==> src/rtl/pacer_pkg.sv <==
`timescale 1ns/1ps
package pacer_pkg;
    typedef enum logic [1:0] {
        RESP_NONE     = 2'd0,
        RESP_TRIG     = 2'd1,
        RESP_INHIB    = 2'd2,
        RESP_NONE_ALT = 2'd3
    } resp_e;

    typedef enum logic [1:0] {
        ST_FIRST  = 2'd0,
        ST_BLANK  = 2'd1,
        ST_ESCAPE = 2'd2
    } phase_e;
endpackage

==> src/rtl/pacer_window.sv <==
`timescale 1ns/1ps
module pacer_window #(
    parameter int IW = 12
) (
    input  logic [IW-1:0] lri,
    input  logic [IW-1:0] uri,
    output logic [IW-1:0] win
);
    // Escape window after blanking; clamped to zero if the rates are inverted.
    always_comb begin
        if (lri > uri) win = lri - uri;
        else           win = '0;
    end
endmodule

==> src/rtl/pacer_tick_counter.sv <==
`timescale 1ns/1ps
module pacer_tick_counter #(
    parameter int IW = 12
) (
    input  logic          clk,
    input  logic          rst_n,
    input  logic          clear,
    input  logic          tick,
    input  logic [IW-1:0] limit,
    output logic          expire
);
    localparam logic [IW-1:0] CNT_MAX = '1;

    logic [IW-1:0] cnt;
    logic [IW:0]   cnt_inc;

    assign cnt_inc = {1'b0, cnt} + 1'b1;
    // A limit of zero expires on the first tick.
    assign expire  = tick && (cnt_inc >= {1'b0, limit});

    always_ff @(posedge clk or negedge rst_n) begin
        if (!rst_n)                     cnt <= '0;
        else if (clear)                 cnt <= '0;
        else if (tick && cnt != CNT_MAX) cnt <= cnt + 1'b1;
    end

    // every phase starts counting from zero
    a_r3_count_restart: assert property (@(posedge clk) disable iff (!rst_n)
        clear |=> (cnt == '0));
    // the counter never moves between ticks
    a_r1_count_holds: assert property (@(posedge clk) disable iff (!rst_n)
        (!tick && !clear) |=> $stable(cnt));
endmodule

==> src/rtl/pacer_chamber_fsm.sv <==
`timescale 1ns/1ps
module pacer_chamber_fsm
    import pacer_pkg::*;
#(
    parameter int IW = 12
) (
    input  logic          clk,
    input  logic          rst_n,
    input  logic          tick,
    input  logic          sense,
    input  logic [1:0]    mode,
    input  logic [IW-1:0] lri_ticks,
    input  logic [IW-1:0] uri_ticks,
    output logic          pace,
    output logic          sense_en
);
    resp_e          resp;
    phase_e         state, state_n;
    logic [IW-1:0]  win;
    logic [IW-1:0]  limit;
    logic           expire;
    logic           responsive;
    logic           sense_ok;
    logic           pace_n;
    logic           phase_clear;

    assign resp       = resp_e'(mode);
    assign responsive = (resp == RESP_TRIG) || (resp == RESP_INHIB);

    pacer_window #(.IW(IW)) u_window (
        .lri (lri_ticks),
        .uri (uri_ticks),
        .win (win)
    );

    always_comb begin
        unique case (state)
            ST_FIRST:  limit = lri_ticks;
            ST_BLANK:  limit = uri_ticks;
            ST_ESCAPE: limit = win;
            default:   limit = lri_ticks;
        endcase
    end

    pacer_tick_counter #(.IW(IW)) u_counter (
        .clk    (clk),
        .rst_n  (rst_n),
        .clear  (phase_clear),
        .tick   (tick),
        .limit  (limit),
        .expire (expire)
    );

    assign sense_ok = sense && sense_en;

    // Next state and pace decision; a sense outranks a same-tick timeout.
    always_comb begin
        state_n = state;
        pace_n  = 1'b0;
        unique case (state)
            ST_FIRST, ST_ESCAPE: begin
                if (sense_ok) begin
                    state_n = ST_BLANK;
                    pace_n  = (resp == RESP_TRIG);
                end else if (expire) begin
                    state_n = ST_BLANK;
                    pace_n  = 1'b1;
                end
            end
            ST_BLANK: begin
                if (expire) state_n = ST_ESCAPE;
            end
            default: state_n = ST_FIRST;
        endcase
    end

    assign phase_clear = (state_n != state);

    // State register
    always_ff @(posedge clk or negedge rst_n) begin
        if (!rst_n) state <= ST_FIRST;
        else        state <= state_n;
    end

    // Output register and status
    always_ff @(posedge clk or negedge rst_n) begin
        if (!rst_n) pace <= 1'b0;
        else        pace <= pace_n;
    end

    assign sense_en = responsive && (state != ST_BLANK);

    a_r7_pace_single: assert property (@(posedge clk) disable iff (!rst_n)
        pace |=> !pace);
    a_r2_blank_after_pace: assert property (@(posedge clk) disable iff (!rst_n)
        pace |-> !sense_en);
    a_r5_trig_pace: assert property (@(posedge clk) disable iff (!rst_n)
        (sense && sense_en && resp == RESP_TRIG) |=> pace);
    a_r6_inhib_cancel: assert property (@(posedge clk) disable iff (!rst_n)
        (sense && sense_en && resp == RESP_INHIB) |=> (!pace && !sense_en));
    // a sense on a timeout tick in inhibited mode still yields no pace
    a_r9_sense_wins: assert property (@(posedge clk) disable iff (!rst_n)
        (sense && sense_en && expire && resp == RESP_INHIB) |=> !pace);
endmodule

==> config.mk <==
export PLATFORM = sky130hd
export DESIGN_NAME = pacer_chamber_fsm
export DESIGN_NICKNAME = d
export VERILOG_FILES = /design/src/rtl/pacer_pkg.sv /design/src/rtl/pacer_window.sv /design/src/rtl/pacer_tick_counter.sv /design/src/rtl/pacer_chamber_fsm.sv
export SDC_FILE = /design/constraint.sdc
export NUM_CORES = 1
export LEC_CHECK = 0
export CAP_MARGIN = 20
export CORE_MARGIN = 10
export CORE_UTILIZATION = 50
export DETAILED_ROUTE_END_ITERATION = 12
export GPL_TIMING_DRIVEN = 0
export PLACE_DENSITY_LB_ADDON = 0.12
export RECOVER_POWER = 100
export SYNTH_ARGS = -nofsm -noshare
export SYNTH_HDL_FRONTEND = slang
export SYNTH_SLANG_ARGS = --single-unit
==> constraint.sdc <==
create_clock -name clk -period 3.3 [get_ports clk]
set_input_delay 0.825 -clock clk [delete_from_list [all_inputs] [get_ports clk]]
set_output_delay 0.825 -clock clk [all_outputs]
set_load 0.02 [all_outputs]
Yosys cells after proc, flatten, opt, wreduce, memory -nomap -nowiden --
Cells that the tools add are included. W data, S select, Z words.
Cells by class: equality and inequality tests 7, div/mod/pow operators 0, mux-type cells 11, bitwise logic cells 0, add/sub/neg operators 3, magnitude comparators 2, shift operators 0, reduce and logical (&&, ||, !) cells 8, $mul 0
Operators by type and width (count):
- $mux W12 | 3
- $pmux W12 S2 | 1
- $add A12 B1 Y13 const B | 1
- $ge A13 B12 Y1 | 1
- $add A12 B1 Y12 const B | 1
- $gt A12 B12 Y1 | 1
- $ne A12 B12 Y1 const B | 1
- $sub A12 B12 Y12 | 1
- $mux W2 | 3
- $eq A2 B1 Y1 const B | 2
- $eq A2 B2 Y1 const B | 2
- $logic_and A1 B1 Y1 | 4
- $pmux W2 S2 | 1
- $mux W1 | 3
- $logic_not A2 Y1 | 1
- $ne A2 B1 Y1 const B | 1
- $ne A2 B2 Y1 | 1
- $reduce_bool A2 Y1 | 1
- $reduce_or A2 Y1 | 1
- $logic_or A1 B1 Y1 | 1
Word-level totals: memory bits (read-only) 0, register bits after elaboration 15, latch bits 0, RAM bits 0, output and inout port bits 2, logic and storage cells 34, memories 0

Logic depth before layout (Yosys ltp) --
depth in word-level cells 10, depth in mapped cells 18, gate-level depth less buffers 16

Modules after synthesis --
From an unflattened synthesis, not the netlist that was laid out.
Unflattened totals: cell total of the unflattened synthesis 300, area total of the unflattened synthesis 2299.7 µm²
Modules (own cells, without submodules):
- pacer_tick_counter | area each 1038.5 µm², cells an instance 123, times used 1
- pacer_window | area each 775.7 µm², cells an instance 108, times used 1
- pacer_chamber_fsm | area each 485.5 µm², cells an instance 69, times used 1

Least setup slack after synthesis --
OpenSTA, ideal clock, no wires.
kind input -> register, from input port lri_ticks[0], to register u_counter.cnt[8], arrival time 4.014 ns, cell stages on the path 18, buffers on the path 2, path slack -0.783 ns, path through inv_1 -> ha_1 -> fa_1 -> nor2b_1 -> o211ai_2 -> a21oi_2 -> a211oi_2 -> a211oi_2 -> buf_6 -> a221oi_2 -> ha_1 -> a21o_1 -> a21o_1 -> a211o_4 -> o2111ai_2 -> nand3_2 -> buf_6 -> nor2_2
Between the ends: word-level cells in the longest chain between the ends 10, elaborated cells between the ends (all ways) 13, classes of those cells add/sub (1); order compare (2); eq/ne (1); mux (7); reduce/logical (2)
Ends and longest elaborated chain:
- start, declared | line pacer_chamber_fsm.sv:12 | input logic [IW-1:0] lri_ticks,
- $sub A12 B12 Y12 / $gt A12 B12 Y1 (equally long branches) | line pacer_window.sv:11 | if (lri > uri) win = lri - uri;
- $mux W12 | line pacer_window.sv:11
- $pmux W12 S2 * | line pacer_chamber_fsm.sv:37 | unique case (state)
- $ge A13 B12 Y1 * | line pacer_tick_counter.sv:19 | assign expire = tick && (cnt_inc >= {1'b0, limit});
- $logic_and A1 B1 Y1 * | line pacer_tick_counter.sv:19
- $mux W2 | line pacer_chamber_fsm.sv:65 | end else if (expire) begin
- $mux W2 | line pacer_chamber_fsm.sv:62 | if (sense_ok) begin
- $pmux W2 S2 * | line pacer_chamber_fsm.sv:60 | unique case (state)
- $ne A2 B2 Y1 * | line pacer_chamber_fsm.sv:77 | assign phase_clear = (state_n != state);
- $mux W12 / $reduce_bool A2 Y1 (equally long branches)
- end signal, assigned | line pacer_tick_counter.sv:24 | else if (tick && cnt != CNT_MAX) cnt <= cnt + 1'b1;
- end, declared | line pacer_tick_counter.sv:14 | logic [IW-1:0] cnt;
Mark *: on every way between the ends. The rest lies on a longest branch, timed or not. A chain may end at the register's enable or synchronous reset.

Final worst setup path --
from input port uri_ticks[1], to register u_counter.cnt[11]
Between the ends: word-level cells in the longest chain between the ends 10, elaborated cells between the ends (all ways) 13, classes of those cells add/sub (1); order compare (2); eq/ne (1); mux (7); reduce/logical (2)
Ends and longest elaborated chain:
- start, declared | line pacer_chamber_fsm.sv:13 | input logic [IW-1:0] uri_ticks,
- $sub A12 B12 Y12 / $gt A12 B12 Y1 (equally long branches) | line pacer_window.sv:11
- $mux W12 | line pacer_window.sv:11
- $pmux W12 S2 * | line pacer_chamber_fsm.sv:37
- $ge A13 B12 Y1 * | line pacer_tick_counter.sv:19
- $logic_and A1 B1 Y1 * | line pacer_tick_counter.sv:19
- $mux W2 | line pacer_chamber_fsm.sv:65
- $mux W2 | line pacer_chamber_fsm.sv:62
- $pmux W2 S2 * | line pacer_chamber_fsm.sv:60
- $ne A2 B2 Y1 * | line pacer_chamber_fsm.sv:77
- $mux W12 / $reduce_bool A2 Y1 (equally long branches)
Marked as above.

==> flow_summary_export.csv <==
group,metric,value,unit
outcome,status,"finished, violations left",
outcome,violations,"negative setup slack",
timing,fin_crit_sh,1.25,
finish,multi_input_area,0.00201,mm^2
floorplan,rows,24,
pwr,power.share.sequential,0.180,
timing,timing.slew.headroom,0.554,
timing,timing.final.crit_period,4.13,ns
cts,tritoncts,"done",
cts,cts.path.max_buffers,2,
drt,total_wirelength_of_the_detailed_routed_design,6560,um
worst_hold_path,min_path_type,"flip-flop to flip-flop",
synthesis,synth_seq_cells,15,
synthesis,syn_inst,263,
drt,wl_per_cell,17.0,um
placement,io_buffers,31,
timing,postLayoutSetupSlackWorst,-0.826,ns
global_route,grtUsageTotal,0.164,
pwr,power.net_switching,0.000697,W
pwr,power.switching_fraction,0.465,
drt,initialDrtViolationCount,144,
synthesis,synthFlopType,"sky130_fd_sc_hd__dfrtp_1",
cts,cts_max_level,1,
placement,place.detailed.instances,346,
finish,insertedDiodeCount,0,
setup_path,worst_setup_path_end_kind,"flip-flop",
cts,clkLatencyLatePin,0.24,ns
timing,finalHoldViolations,0,
setup_path,worstSetupStartpointType,"input pin",
synthesis,avgSynthCellArea,8.40,um^2
finish,design.final.nets,395,
placement,placement.cell_area,0.00261,mm^2
synthesis,synth.yosys.warnings,0,
finish,synthToLayoutAreaGrowth,44.6,%
drt,via_count,2297,
synthesis,synth_sequential_area_ratio,0.170,
global_route,grt_pass1_vias,2267,
floorplan,starting_density,0.511,
global_route,antenna_found_initial,0,
timing,rsz0062_at_grt,"yes",
synthesis,synth.most_common_cell,"sky130_fd_sc_hd__ha_1",
synthesis,synth.net_count,324,
setup_path,worst-endpoint-required,3.47,ns
finish,post_route_cells_drive_above_1_share,0.387,
run,max-cap-violations,0,
cts,clk_root_buffer_cell,"sky130_fd_sc_hd__clkbuf_8",
synthesis,ys_async_sr_fraction,1.00,
cts,cts.sinks,15,
finish,post-route-cell-area,0.00319,mm^2
floorplan,core_region_area,0.00432,mm^2
floorplan,floorplan.die_area,0.00748,mm^2
cts,cts.clk_slew.worst_paths,0.06,ns
synthesis,synth.top_cells.by_area,"sky130_fd_sc_hd__dfrtp_1 17%, sky130_fd_sc_hd__ha_1 17%, sky130_fd_sc_hd__xor2_1 5.6%, sky130_fd_sc_hd__xnor2_1 4.8%, sky130_fd_sc_hd__inv_1 3.9%",
synthesis,ys_top_cells_by_count,"30 x sky130_fd_sc_hd__ha_1, 23 x sky130_fd_sc_hd__inv_1, 20 x sky130_fd_sc_hd__nor2_1",
finish,fillCellCount,328,
drt,firstDrtPassIters,8,
placement,placement.setup.worst_slack,-1.68,ns
synthesis,netlist_area,0.00221,mm^2
drt,viasPerCell,5.97,
synthesis,synth_top_cell_by_area,"sky130_fd_sc_hd__dfrtp_1",
pwr,cellLeakagePower,1.42,nW
drt,detail_route.drc_violations,0,
timing,timing.hold.ws,0.570,ns
cts,tritoncts.num_buffers,3,
timing,max_freq,0.242,GHz
pwr,intPower,0.000803,W
finish,stdcell_count,385,
finish,sequential_cell_area_in_the_final_layout,375,um^2
setup_path,critPathKind,"input pin to flip-flop",
synthesis,synth.top_cell.area_share,0.170,
pwr,p_comb_frac,0.726,
timing,final_max_slew_viol_count,0,
pwr,power.ir.vdd_worst,0.394,mV
floorplan,die_width,86.5,um
timing,tightestPinTransition,0.667,ns
synthesis,post_synth_edffs,0,
pwr,power_per_cell_area,470,mW/mm^2
pwr,clock_power_share,0.094,
synthesis,yosysUniqueCellTypes,56,
global_route,grt_first_pass_wirelength,10200,um
timing,skew,0.00322,ns
global_route,grt_max_degree,16,
cts,post_cts_hold_buffer_count,0,
drt,route.antenna.remaining_nets,0,
floorplan,chipHeight,86.5,um
finish,finalCoreUtilization,0.739,
floorplan,ios,32,
timing,setup-violations-final,15,
setup_path,arrival,4.30,ns
setup_path,critical_path.max_fanout,5,
placement,dp_hpwl,4560,um
placement,place_congestion,0.872,
global_route,gr-total-overflow,0,
[worst max-delay path: stages]
cell	delay (ns)
sky130_fd_sc_hd__clkdlybuf4s15_2	0.21
sky130_fd_sc_hd__inv_2	0.08
sky130_fd_sc_hd__ha_4	0.20
sky130_fd_sc_hd__nor2b_4	0.12
sky130_fd_sc_hd__o31a_1	0.30
sky130_fd_sc_hd__o211ai_2	0.24
sky130_fd_sc_hd__a21oi_2	0.11
sky130_fd_sc_hd__or4_1	0.53
sky130_fd_sc_hd__a31oi_2	0.20
sky130_fd_sc_hd__ha_1	0.27
sky130_fd_sc_hd__nand3_2	0.08
sky130_fd_sc_hd__a211oi_2	0.04
sky130_fd_sc_hd__a211o_4	0.35
sky130_fd_sc_hd__o211ai_1	0.20
sky130_fd_sc_hd__nand3_2	0.21
sky130_fd_sc_hd__buf_8	0.21
sky130_fd_sc_hd__nor2_4	0.10
[layer usage]
layer	vias to the layer above	routed length (um)	global-route usage
met4	0	138	0.0589
met5	-	0	0
met2	72	3520	0.307
met1	1100	2650	0.180
met3	18	260	0.0225
li1	1107	-	-
[worst paths after layout]
kind / startpoint / endpoint / slack, ns / cells after the start
setup / recovery: uri_ticks[1] / u_counter.cnt[11] / -0.83 / 17
setup reg to reg: state[1] / u_counter.cnt[11] / -0.57 / 13
min in group asynchronous: rst_n / u_counter.cnt[4] / 1.06 / 1
hold / removal: u_counter.cnt[1] / u_counter.cnt[1] / 0.57 / 2
max in group asynchronous: rst_n / u_counter.cnt[9] / 1.82 / 1
hold reg to reg: u_counter.cnt[1] / u_counter.cnt[1] / 0.57 / 2
[repair_timing]
action | CTS | global route
resized for setup | 91 | 27
gates cloned | 1 | 0
setup buffers | 25 | 9
setup endpoints to repair | 15 | 15
pin swaps | 45 | 33
[area by class of cell]
type | instances | share of cell area
multi-input combinational | 221 | 0.629
sequential | 15 | 0.118
clock buffer | 4 | 0.0141
inverter | 23 | 0.0309
timing repair buffer | 66 | 0.177
tap | 52 | 0.0204
buffer | 4 | 0.0110
[placed cells by master, fill, tap and decap left out, drive strengths merged, types with 2 or more instances in the layout]
| cell | Yosys | final |
|---|---|---|
| clkdlybuf4s15 | 0 | 7 |
| dlygate4sd3 | 0 | 2 |
| o21a | 4 | 4 |
| xnor2 | 12 | 12 |
| nand2 | 18 | 18 |
| or3 | 2 | 2 |
| nand4 | 6 | 6 |
| clkdlybuf4s50 | 0 | 5 |
| nand3 | 9 | 9 |
| nand2b | 2 | 2 |
| inv | 23 | 22 |
| dfrtp | 15 | 15 |
| nor3 | 7 | 7 |
| a21o | 4 | 4 |
| a21boi | 2 | 2 |
| a211oi | 4 | 4 |
| nor2 | 31 | 31 |
| ha | 30 | 30 |
| nor2b | 5 | 5 |
| or2 | 2 | 2 |
| dlygate4sd2 | 0 | 8 |
| and2 | 2 | 2 |
| and3 | 5 | 5 |
| a221oi | 6 | 6 |
| a222oi | 5 | 5 |
| o21ai | 9 | 9 |
| xor2 | 14 | 14 |
| nor4 | 3 | 3 |
| o211ai | 5 | 5 |
| a21oi | 16 | 16 |
| a31oi | 3 | 3 |
| clkbuf | 1 | 11 |
| buf | 3 | 40 |
[registers in the layout (all words and copies together) (netlist names)]
name,cells
u_counter.cnt,12
pace,1
state,2
[metrics by stage]
stage | TNS [ns] | power [W]
after detailed placement | -24.46 | 0.00113
final | -11.85 | 0.00150
after floorplan | -8.31 | 0.000895
after CTS | -12.07 | 0.00146
after global placement | -23.54 | 0.00111
after global routing | -14.19 | 0.00163
[kinds of logic (layout without fill, tap and decap cells)]
logic type               count (synthesis)  in the layout  synth area share
adder cells (fa/ha/maj)                 31             31             0.179
XOR/XNOR                                26             26             0.103
buffers and inverters                   27             97            0.0533
flip-flops                              15             15             0.170
AO/OA/AOI/OAI                           67             67             0.250
AND/OR/NAND/NOR                         96             96             0.240
multiplexers                             1              1           0.00453
[power groups by stage]
| stage | clock, W | sequential, W | combinational, W |
|---|---|---|---|
| floorplan | 0 | 0.000264 | 0.000631 |
| global placement | 0 | 0.000271 | 0.000839 |
| detailed placement | 0 | 0.000273 | 0.000854 |
| CTS | 0.000145 | 0.000270 | 0.00104 |
| global route | 0.000152 | 0.000276 | 0.00120 |
| finish | 0.000141 | 0.000270 | 0.00109 |
Power figures use the tool's default switching activity.
